## src/rtl/vtt_pkg.sv

```systemverilog
package vtt_pkg;
  typedef struct packed {
    logic de;
    logic hs;
    logic vs;
  } ctrl_t;
endpackage

```

## src/rtl/vtt_delay_line.sv

```systemverilog
// Fixed-latency register chain for the video controls.
module vtt_delay_line #(
  parameter int DEPTH = 2
) (
  input  logic           clk,
  input  logic           rst_n,
  input  vtt_pkg::ctrl_t din,
  output vtt_pkg::ctrl_t dout
);
  vtt_pkg::ctrl_t stg [DEPTH];

  for (genvar i = 0; i < DEPTH; i++) begin : g_stage
    if (i == 0) begin : g_first
      always_ff @(posedge clk or negedge rst_n) begin
        if (!rst_n) stg[0] <= '0;
        else        stg[0] <= din;
      end
    end else begin : g_next
      always_ff @(posedge clk or negedge rst_n) begin
        if (!rst_n) stg[i] <= '0;
        else        stg[i] <= stg[i-1];
      end
    end
  end

  assign dout = stg[DEPTH-1];
endmodule

```

## src/rtl/vtt_frame_detect.sv

```systemverilog
// Frame start from VS edge or from a long DE-low gap.
module vtt_frame_detect #(
  parameter int GAP_W = 12
) (
  input  logic             clk,
  input  logic             rst_n,
  input  logic             use_vs,
  input  logic [GAP_W-1:0] gap_limit,
  input  logic             de,
  input  logic             vs,
  output logic             frame_start,
  output logic             de_fall
);
  localparam logic [GAP_W-1:0] GAP_MAX = '1;

  logic             de_prev, vs_prev;
  logic [GAP_W-1:0] gap_cnt;
  logic             vs_edge, gap_edge;

  always_ff @(posedge clk or negedge rst_n) begin
    if (!rst_n) begin
      de_prev <= 1'b0;
      vs_prev <= 1'b0;
      gap_cnt <= '0;
    end else begin
      de_prev <= de;
      vs_prev <= vs;
      if (de)                     gap_cnt <= '0;
      else if (gap_cnt != GAP_MAX) gap_cnt <= gap_cnt + 1'b1;
    end
  end

  // gap_cnt holds the length of the DE-low run that just ended
  always_comb begin
    vs_edge     = vs & ~vs_prev;
    gap_edge    = de & ~de_prev & (gap_cnt > gap_limit);
    frame_start = use_vs ? vs_edge : gap_edge;
    de_fall     = de_prev & ~de;
  end
endmodule

```

## src/rtl/vtt_dim_measure.sv

```systemverilog
// Width/height measurement with two-frame agreement.
module vtt_dim_measure #(
  parameter int DIM_W = 12
) (
  input  logic             clk,
  input  logic             rst_n,
  input  logic             de,
  input  logic             de_fall,
  input  logic             frame_start,
  output logic [DIM_W-1:0] act_width,
  output logic [DIM_W-1:0] act_height,
  output logic             dims_valid
);
  logic [DIM_W-1:0] run_cnt, last_w, line_cnt;
  logic [DIM_W-1:0] cand_w, cand_h;
  logic             have_cand;
  logic [DIM_W-1:0] eff_w, eff_h;
  logic             agree;

  // a line that ends on the frame-start clock still belongs to the old frame
  always_comb begin
    eff_w = de_fall ? run_cnt : last_w;
    eff_h = line_cnt + DIM_W'(de_fall);
    agree = have_cand && (eff_w == cand_w) && (eff_h == cand_h) &&
            (eff_w != '0) && (eff_h != '0);
  end

  always_ff @(posedge clk or negedge rst_n) begin
    if (!rst_n) begin
      run_cnt <= '0;
      last_w  <= '0;
      line_cnt <= '0;
    end else begin
      run_cnt <= de ? run_cnt + 1'b1 : '0;
      if (de_fall) last_w <= run_cnt;
      if (frame_start)  line_cnt <= '0;
      else if (de_fall) line_cnt <= line_cnt + 1'b1;
    end
  end

  always_ff @(posedge clk or negedge rst_n) begin
    if (!rst_n) begin
      cand_w     <= '0;
      cand_h     <= '0;
      have_cand  <= 1'b0;
      act_width  <= '0;
      act_height <= '0;
      dims_valid <= 1'b0;
    end else if (frame_start) begin
      cand_w    <= eff_w;
      cand_h    <= eff_h;
      have_cand <= 1'b1;
      if (agree) begin
        act_width  <= eff_w;
        act_height <= eff_h;
        dims_valid <= 1'b1;
      end else begin
        dims_valid <= 1'b0;
      end
    end
  end
endmodule

```

## src/rtl/vtt_position.sv

```systemverilog
// Pixel/line position aligned with the two-clock-delayed DE.
module vtt_position #(
  parameter int DIM_W = 12
) (
  input  logic             clk,
  input  logic             rst_n,
  input  logic             de,
  input  logic             frame_start,
  output logic [DIM_W-1:0] pos_x,
  output logic [DIM_W-1:0] pos_y
);
  logic de_d1, de_d2, fs_d1;

  always_ff @(posedge clk or negedge rst_n) begin
    if (!rst_n) begin
      de_d1 <= 1'b0;
      de_d2 <= 1'b0;
      fs_d1 <= 1'b0;
      pos_x <= '0;
      pos_y <= '0;
    end else begin
      de_d1 <= de;
      de_d2 <= de_d1;
      fs_d1 <= frame_start;
      if (de_d1) pos_x <= de_d2 ? pos_x + 1'b1 : '0;
      else       pos_x <= '0;
      if (fs_d1)               pos_y <= '0;
      else if (de_d2 && !de_d1) pos_y <= pos_y + 1'b1;
    end
  end
endmodule

```

## src/rtl/vid_timing_tracker.sv

```systemverilog
module vid_timing_tracker #(
  parameter int DIM_W = 12,
  parameter int GAP_W = 12
) (
  input  logic             clk,
  input  logic             rst_n,
  input  logic             use_vs,
  input  logic [GAP_W-1:0] gap_limit,
  input  logic             de_in,
  input  logic             hs_in,
  input  logic             vs_in,
  output logic             de_out,
  output logic             hs_out,
  output logic             vs_out,
  output logic [DIM_W-1:0] pos_x,
  output logic [DIM_W-1:0] pos_y,
  output logic [DIM_W-1:0] act_width,
  output logic [DIM_W-1:0] act_height,
  output logic             dims_valid
);
  localparam int LAT = 2;

  vtt_pkg::ctrl_t ctl_in, ctl_out;
  logic           frame_start, de_fall;

  assign ctl_in = '{de: de_in, hs: hs_in, vs: vs_in};

  vtt_delay_line #(.DEPTH(LAT)) u_dly (
    .clk(clk), .rst_n(rst_n), .din(ctl_in), .dout(ctl_out)
  );

  assign de_out = ctl_out.de;
  assign hs_out = ctl_out.hs;
  assign vs_out = ctl_out.vs;

  vtt_frame_detect #(.GAP_W(GAP_W)) u_fdet (
    .clk(clk), .rst_n(rst_n), .use_vs(use_vs), .gap_limit(gap_limit),
    .de(de_in), .vs(vs_in), .frame_start(frame_start), .de_fall(de_fall)
  );

  vtt_dim_measure #(.DIM_W(DIM_W)) u_meas (
    .clk(clk), .rst_n(rst_n), .de(de_in), .de_fall(de_fall),
    .frame_start(frame_start), .act_width(act_width),
    .act_height(act_height), .dims_valid(dims_valid)
  );

  vtt_position #(.DIM_W(DIM_W)) u_pos (
    .clk(clk), .rst_n(rst_n), .de(de_in), .frame_start(frame_start),
    .pos_x(pos_x), .pos_y(pos_y)
  );
endmodule

```

## config.mk

```make
export PLATFORM = sky130hd
export DESIGN_NAME = vid_timing_tracker
export DESIGN_NICKNAME = d
export VERILOG_FILES = /design/src/rtl/vtt_pkg.sv /design/src/rtl/vtt_delay_line.sv /design/src/rtl/vtt_frame_detect.sv /design/src/rtl/vtt_dim_measure.sv /design/src/rtl/vtt_position.sv /design/src/rtl/vid_timing_tracker.sv
export SDC_FILE = /design/constraint.sdc
export NUM_CORES = 1
export LEC_CHECK = 0
export BUFFER_PORTS_ARGS = -buffer_cell sky130_fd_sc_hd__clkbuf_2
export CAP_MARGIN = 20
export CELL_PAD_IN_SITES_DETAIL_PLACEMENT = 1
export CELL_PAD_IN_SITES_GLOBAL_PLACEMENT = 1
export CORE_MARGIN = 2
export CORE_UTILIZATION = 45
export DETAILED_ROUTE_END_ITERATION = 7
export PLACE_DENSITY = 0.89
export REMOVE_ABC_BUFFERS = 1
export SYNTH_ARGS = -nofsm -noshare
export SYNTH_HDL_FRONTEND = slang
export SYNTH_HIERARCHICAL = 1
export SYNTH_SLANG_ARGS = --single-unit
```

## constraint.sdc

```tcl
create_clock -name clk -period 3.6 [get_ports clk]
set_clock_uncertainty 0.1 [all_clocks]
set_input_delay 0.72 -clock clk [delete_from_list [all_inputs] [get_ports clk]]
set_output_delay 0.72 -clock clk [all_outputs]
set_load 0.1 [all_outputs]
```

======== Yosys cells after proc, flatten, opt, wreduce, memory -nomap -nowiden ========
Cells that the tools add are included.
storage, ports and cells
  bits in registers ....................... 129
  input bits .............................. 18
  logic and storage cells ................. 60
operators by class
  $add $sub $neg .......................... 6
  order comparisons ....................... 1
  equality and inequality tests ........... 3
  muxes and demuxes ....................... 12
  bitwise gates (word level) .............. 7
  reduce and logical (&&, ||, !) cells .... 12
operator list
  cell                   count
  $mux 12                10
  $add 12x1->12 const B  5
  $eq 12x12->1           2
  $reduce_bool 12->1     2
  $add 12x1->12          1
  $gt 12x12->1           1
  $ne 12x12->1 const B   1
  $reduce_bool 2->1      3
  $logic_and 1x1->1      5
  $and 1x1->1            4
  $not 1->1              3
  $mux 1                 2
  $reduce_and 2->1       1
  $logic_not 1->1        1

======== Depth between registers and ports, before layout ========
  depth in word-level cells ............... 9
  gate-level depth with buffers ........... 15

======== Cells and area by module ========
The synthesis kept the hierarchy.
modules (own cells, without submodules)
  module            times used  cells an instance  area an instance (sq um)
  vtt_dim_measure   1           432                4,400.5
  vtt_position      1           114                1,239.9
  vtt_frame_detect  1           113                984.7
  vtt_delay_line    1           9                  172.7

======== Worst setup path after synthesis ========
No wires, ideal clock.
  kind .................................... input-to-reg
  from .................................... input port gap_limit[1]
  to ...................................... register u_meas.act_width[0]
  arrival time ............................ 3.194 ns
  data required time ...................... 3.372 ns
  path slack .............................. 0.178 ns
  stages on the path ...................... 15
  buffers on the path ..................... 2
  path through ............................ inv_1 -> ha_1 -> nor2b_1 -> o211ai_1 -> a211oi_1 -> a2111oi_0 -> o21ai_1 -> clkbuf_1 -> nand3_1 -> a2111oi_0 -> and4_1 -> nand4_4 -> nor2_4 -> buf_6 -> mux2_1
between the ends
  cells in the longest elaborated chain, start to end .. 4
RTL lines
  item                        line                      RTL
  start, declared             vid_timing_tracker.sv:8   input logic [GAP_W-1:0] gap_limit,
  $gt 12x12->1                vtt_frame_detect.sv:36    gap_edge = de & ~de_prev & (gap_cnt > gap_limit);
  $and 1x1->1                 vtt_frame_detect.sv:36
  $mux 1                      vtt_frame_detect.sv:37    frame_start = use_vs ? vs_edge : gap_edge;
  named net frame_start       vid_timing_tracker.sv:24  logic frame_start, de_fall;
  $reduce_and 2->1 (no line)  n/a
  end signal, assigned        vtt_dim_measure.sv:54     act_width <= eff_w;
  end, declared               vtt_dim_measure.sv:10     output logic [DIM_W-1:0] act_width,
The timed path passes the listed nets, and every way through them passes these cells.
A chain may end at the register's enable or synchronous reset.

======== Worst setup path in the final report ========
  from .................................... register u_fdet.gap_cnt[1]
  to ...................................... register u_meas.act_width[6]
between the ends
  cells in the longest elaborated chain, start to end .. 4
RTL lines
  item                        line                      RTL
  start, declared             vtt_frame_detect.sv:17    logic [GAP_W-1:0] gap_cnt;
  start signal, assigned      vtt_frame_detect.sv:29    else if (gap_cnt != GAP_MAX) gap_cnt <= gap_cnt + 1'b1;
  $gt 12x12->1                vtt_frame_detect.sv:36
  $and 1x1->1                 vtt_frame_detect.sv:36
  $mux 1                      vtt_frame_detect.sv:37
  named net frame_start       vid_timing_tracker.sv:24
  $reduce_and 2->1 (no line)  n/a
The timed path passes the listed nets, and every way through them passes these cells.

==> summary.md <==
| Metric | Value |
|---|---|
| HPWL Detailed | `12.02 mm` |
| Overall die height | `approximately 130 um` |
| TritonCTS clock tree | `built` |
| Clock latency reported for the late side of the worst-skew pair | `~0.43 ns` |
| Synth-to-layout area growth | `17.95%` |
| Maximum vdd ir drop | `just over 0.3 mV` |
| Number of top-level design ports | `70` |
| Overflow left after global routing | `0` |
| Endpoint type of the worst setup path | `flop` |
| Number of buffers inserted by port buffering | `69` |
| Cts bufs inserted | `17` |
| Layout cell share with drive strength beyond 1 | `20.08%` |
| First-pass GRT wire length | `between 20 and 30 mm` |
| Yosys top cell by area | `sky130_fd_sc_hd__dfrtp_1` |
| Number of resized instances in the post-cts repair step | `0` |
| Floorplan die width | `126.9 um` |
| Mean cell area of the mapped netlist | `slightly above 10 um^2` |
| Setup violations, final | `0` |
| PwrDens | `about 530 nW/um^2` |
| Routed WL | `roughly 18 mm` |
| Number of hold buffers added after cts | `0` |
| DRT Pass-1 Iters | `5` |
| Final critical-path share of the clock period | `roughly 90%` |
| Post-route standard cell area excluding fillers | `8018 um^2` |
| Status | `finished clean` |
| Slew Viols, Final | `0` |
| Largest net degree at the start of global routing | `67` |
| Worst slew pin tran | `between 0.9 and 1 ns` |
| Clock Power Share | `between 40% and 50%` |
| Worst Setup Start Kind | `flop` |
| Combinational share of power | `between 15 and 20%` |
| Area of the core region | `between 10000 and 15000 um^2` |
| Fraction of the core area covered by cells at the end of the flow | `roughly 55%` |
| Synth top area share | `between 40% and 50%` |
| Maximum fanout along the worst path | `12` |
| FFs w/ async S/R, synth | `between 90% and 100%` |
| Net switching power figure | `1.303 mW` |
| Number of H-tree levels | `4` |
| Routed len/inst | `between 15 and 20 um` |
| Vias in the first global route | `about 5800` |
| Total of warnings raised by yosys | `6` |
| Clock Sinks | `roughly 130` |
| Number of nets at the end of the flow | `roughly 800` |
| Final antenna diode count | `0` |
| Fillers | `1627` |
| Netlist cell types | `65` |
| Most instantiated flip-flop cell in the synthesis netlist | `sky130_fd_sc_hd__dfrtp_1` |
| Path class of the lowest-slack min-delay path | `input port to asynchronous set/reset pin` |
| Synth area leaders | `sky130_fd_sc_hd__dfrtp_1 (49%), sky130_fd_sc_hd__xnor2_1 (5.5%), sky130_fd_sc_hd__nor2_1 (4.6%), sky130_fd_sc_hd__ha_1 (3.5%), sky130_fd_sc_hd__xor2_1 (3.3%)` |
| Post-synthesis cell area | `slightly below 7000 um^2` |
| CP Class | `flop to flop` |
| Post-detailed-route DRC marker count | `0` |
| Critical path data required time | `about 3.8 ns` |
| Gate count after technology mapping | `approximately 670` |
| Iter 0 DRT Violations | `around 220` |
| Aggregate global-route resource usage | `23.21%` |
| Highest clock rate | `around 300 MHz` |
| Sequential cell area fraction in the yosys report | `around 49%` |
| Number of synthesized flops with an enable pin | `0` |
| Number of placement rows | `44` |
| Number of antenna violations at the first check in global routing | `0` |
| Leak Pwr | `between 3 and 4 nW` |
| Clock root buffer master | `sky130_fd_sc_hd__clkbuf_16` |
| Fraction of power spent switching nets | `a little under a third` |
| Routability cong. | `0.8532` |
| CP arrival | `3.50 ns` |
| #FFs+latches synth | `133` |
| Full die area | `between 15000 and 20000 um^2` |
| Count of max-cap constraint violations | `0` |
| Worst-case headroom to the max-slew limit | `about 35%` |
| Starting Density | `between 40% and 50%` |
| Final Hold Vio Count | `0` |
| Internal power component | `slightly below 3 mW` |
| Post-route ant nets | `0` |
| Number of buffers on the longest clock path | `2` |
| Total number of vias | `about 5300` |
| Vias per Instance | `5.656` |
| CTS clk-pin slew, worst paths | `0.06 ns` |
| Cell area after placement | `approximately 7400 um^2` |
| Total setup buffers inserted after CTS | `0` |
| Sequential power share | `41.1%` |
| RSZ-0062 raised after global routing | `no` |
| Shortest clock period the worst path allows after layout | `3.302 ns` |
path summary, 6_finish.rpt:
check | from | to | slack, ns | cells after the start
worst max-delay path | u_fdet/gap_cnt[1]$_DFFE_PN0P_ | u_meas/act_width[6]$_DFFE_PN0P_ | 0.30 | 13
worst min-delay path | rst_n | u_meas/act_height[8]$_DFFE_PN0P_ | 0.13 | 1
worst max register to register | u_fdet/gap_cnt[1]$_DFFE_PN0P_ | u_meas/act_width[6]$_DFFE_PN0P_ | 0.30 | 13
worst min register to register | u_dly/stg[5]$_DFF_PN0_ | u_dly/dout[2]$_DFF_PN0_ | 0.26 | 0
max in group asynchronous | rst_n | u_meas/last_w[0]$_DFF_PN0_ | 2.42 | 2
min in group clk | u_dly/stg[5]$_DFF_PN0_ | u_dly/dout[2]$_DFF_PN0_ | 0.26 | 0
layout by cell type, fill, tap and decap left out, types with 3 or more instances in the layout:
cell type                    synthesis  final
sky130_fd_sc_hd__nor3_1             15     15
sky130_fd_sc_hd__inv_6               0      4
sky130_fd_sc_hd__or3_1               9      9
sky130_fd_sc_hd__xnor2_1            43     43
sky130_fd_sc_hd__clkinvlp_4          0      6
sky130_fd_sc_hd__o21ai_1            26     25
sky130_fd_sc_hd__o211ai_1            3      3
sky130_fd_sc_hd__and3b_1             3      3
sky130_fd_sc_hd__nand3_1            29     29
sky130_fd_sc_hd__and2_1             13     13
sky130_fd_sc_hd__and4_1              5      5
sky130_fd_sc_hd__nand4_1            19     19
sky130_fd_sc_hd__a211oi_1            4      4
sky130_fd_sc_hd__a2111oi_0           5      5
sky130_fd_sc_hd__nor2_1             84     84
sky130_fd_sc_hd__xor2_1             26     26
sky130_fd_sc_hd__mux2_2              6      6
sky130_fd_sc_hd__inv_1              26     26
sky130_fd_sc_hd__nor2b_1             5      4
sky130_fd_sc_hd__ha_1               19     19
sky130_fd_sc_hd__bufinv_16           0      3
sky130_fd_sc_hd__clkbuf_16           0     17
sky130_fd_sc_hd__or4_1               3      3
sky130_fd_sc_hd__clkbuf_2            0     68
sky130_fd_sc_hd__dfrtp_1           133    133
sky130_fd_sc_hd__o21ai_0            10     10
sky130_fd_sc_hd__buf_4               3     23
sky130_fd_sc_hd__mux2i_1            14     14
sky130_fd_sc_hd__mux2_1             12     12
sky130_fd_sc_hd__and3_1             16     16
sky130_fd_sc_hd__a21oi_1            34     34
sky130_fd_sc_hd__nand2_1            24     24
power by group through the flow:
stage	Clock, mW	Sequential, mW	Combinational (mW)
6_report	1.81	1.74	0.691
5_1_grt	1.92	1.77	0.745
4_1_cts	1.85	1.74	0.694
3_5_place_dp	0	1.77	0.681
3_3_place_gp	0	1.75	0.651
2_1_floorplan	0	1.88	0.324
cell families after synthesis:
group | count (synthesis) | synth area share, %
AND/OR/NAND/NOR | 249 | 19.84
flip-flops | 133 | 48.96
AO/OA/AOI/OAI | 99 | 8.669
XOR/XNOR | 70 | 9.221
buffers and inverters | 64 | 4.362
multiplexers | 34 | 5.448
adder cells (fa/ha/maj) | 19 | 3.497
final cells by class:
cell class | instances | area, um^2 | share of cell area [%]
sequential | 133 | 3328 | 41.51
timing repair buffer | 93 | 553.0 | 6.898
multi-input combinational | 471 | 3187 | 39.75
clock buffer | 18 | 439.2 | 5.478
clock inverter | 14 | 175.2 | 2.185
tap | 184 | 230.2 | 2.871
inverter | 28 | 105.1 | 1.311
state kept, by name, indices dropped and copies added, names as in the netlist, 3 cells and up:
signal             cells
u_fdet/gap_cnt        12
u_meas/act_height     12
u_meas/act_width      12
u_meas/cand_h         12
u_meas/cand_w         12
u_meas/last_w         12
u_meas/line_cnt       12
u_meas/run_cnt        12
u_pos/pos_x           12
u_pos/pos_y           12
u_dly/dout             3
u_dly/stg              3
metal layers:
metal | wire length, um | GRT usage, % | vias up
met5 | 0 | 0 | -
met4 | 241 | 7.757 | 0
met3 | 611 | 4.682 | 16
met2 | 9278 | 40.99 | 111
met1 | 7549 | 28.44 | 2714
li1 | - | - | 2481
cells in the mapped netlist, drive strengths merged, types with 16 or more instances:
library cell and count:
nor2 85, inv 28, a21oi 34, nor3 16
mux2 18, nand4 22, mux2i 16, o21ai 37
dfrtp 133, clkbuf 22, nand2 24, ha 19
and3 18, xor2 26, nand3 31, xnor2 43
worst max-delay path, stage by stage (launching register included):
cell,delay [ns]
sky130_fd_sc_hd__dfrtp_1,0.42
sky130_fd_sc_hd__ha_1,0.32
sky130_fd_sc_hd__nor2b_1,0.14
sky130_fd_sc_hd__o211ai_1,0.17
sky130_fd_sc_hd__a211oi_1,0.09
sky130_fd_sc_hd__a2111oi_0,0.81
sky130_fd_sc_hd__o21ai_4,0.07
sky130_fd_sc_hd__nand3_1,0.11
sky130_fd_sc_hd__a2111oi_0,0.06
sky130_fd_sc_hd__and4_1,0.26
sky130_fd_sc_hd__nand4_4,0.11
sky130_fd_sc_hd__nor2_4,0.05
sky130_fd_sc_hd__buf_12,0.16
sky130_fd_sc_hd__mux2_1,0.32
metrics by stage:
stage               setup TNS [ns]  setup slack [ns]  hold WS [ns]  total power [mW]  instances
floorplan                   -55.01            -1.824        0.2312             2.207        632
detailed placement          -2.044           -0.1593        0.2394             2.449        909
finish                           0            0.2981        0.1323             4.245        941
CTS                              0            0.2557        0.1250             4.286        941
global route                     0           0.05997        0.1459             4.428        941
global placement                 0           0.06961        0.2328             2.405        909
Power figures use the tool's default switching activity.
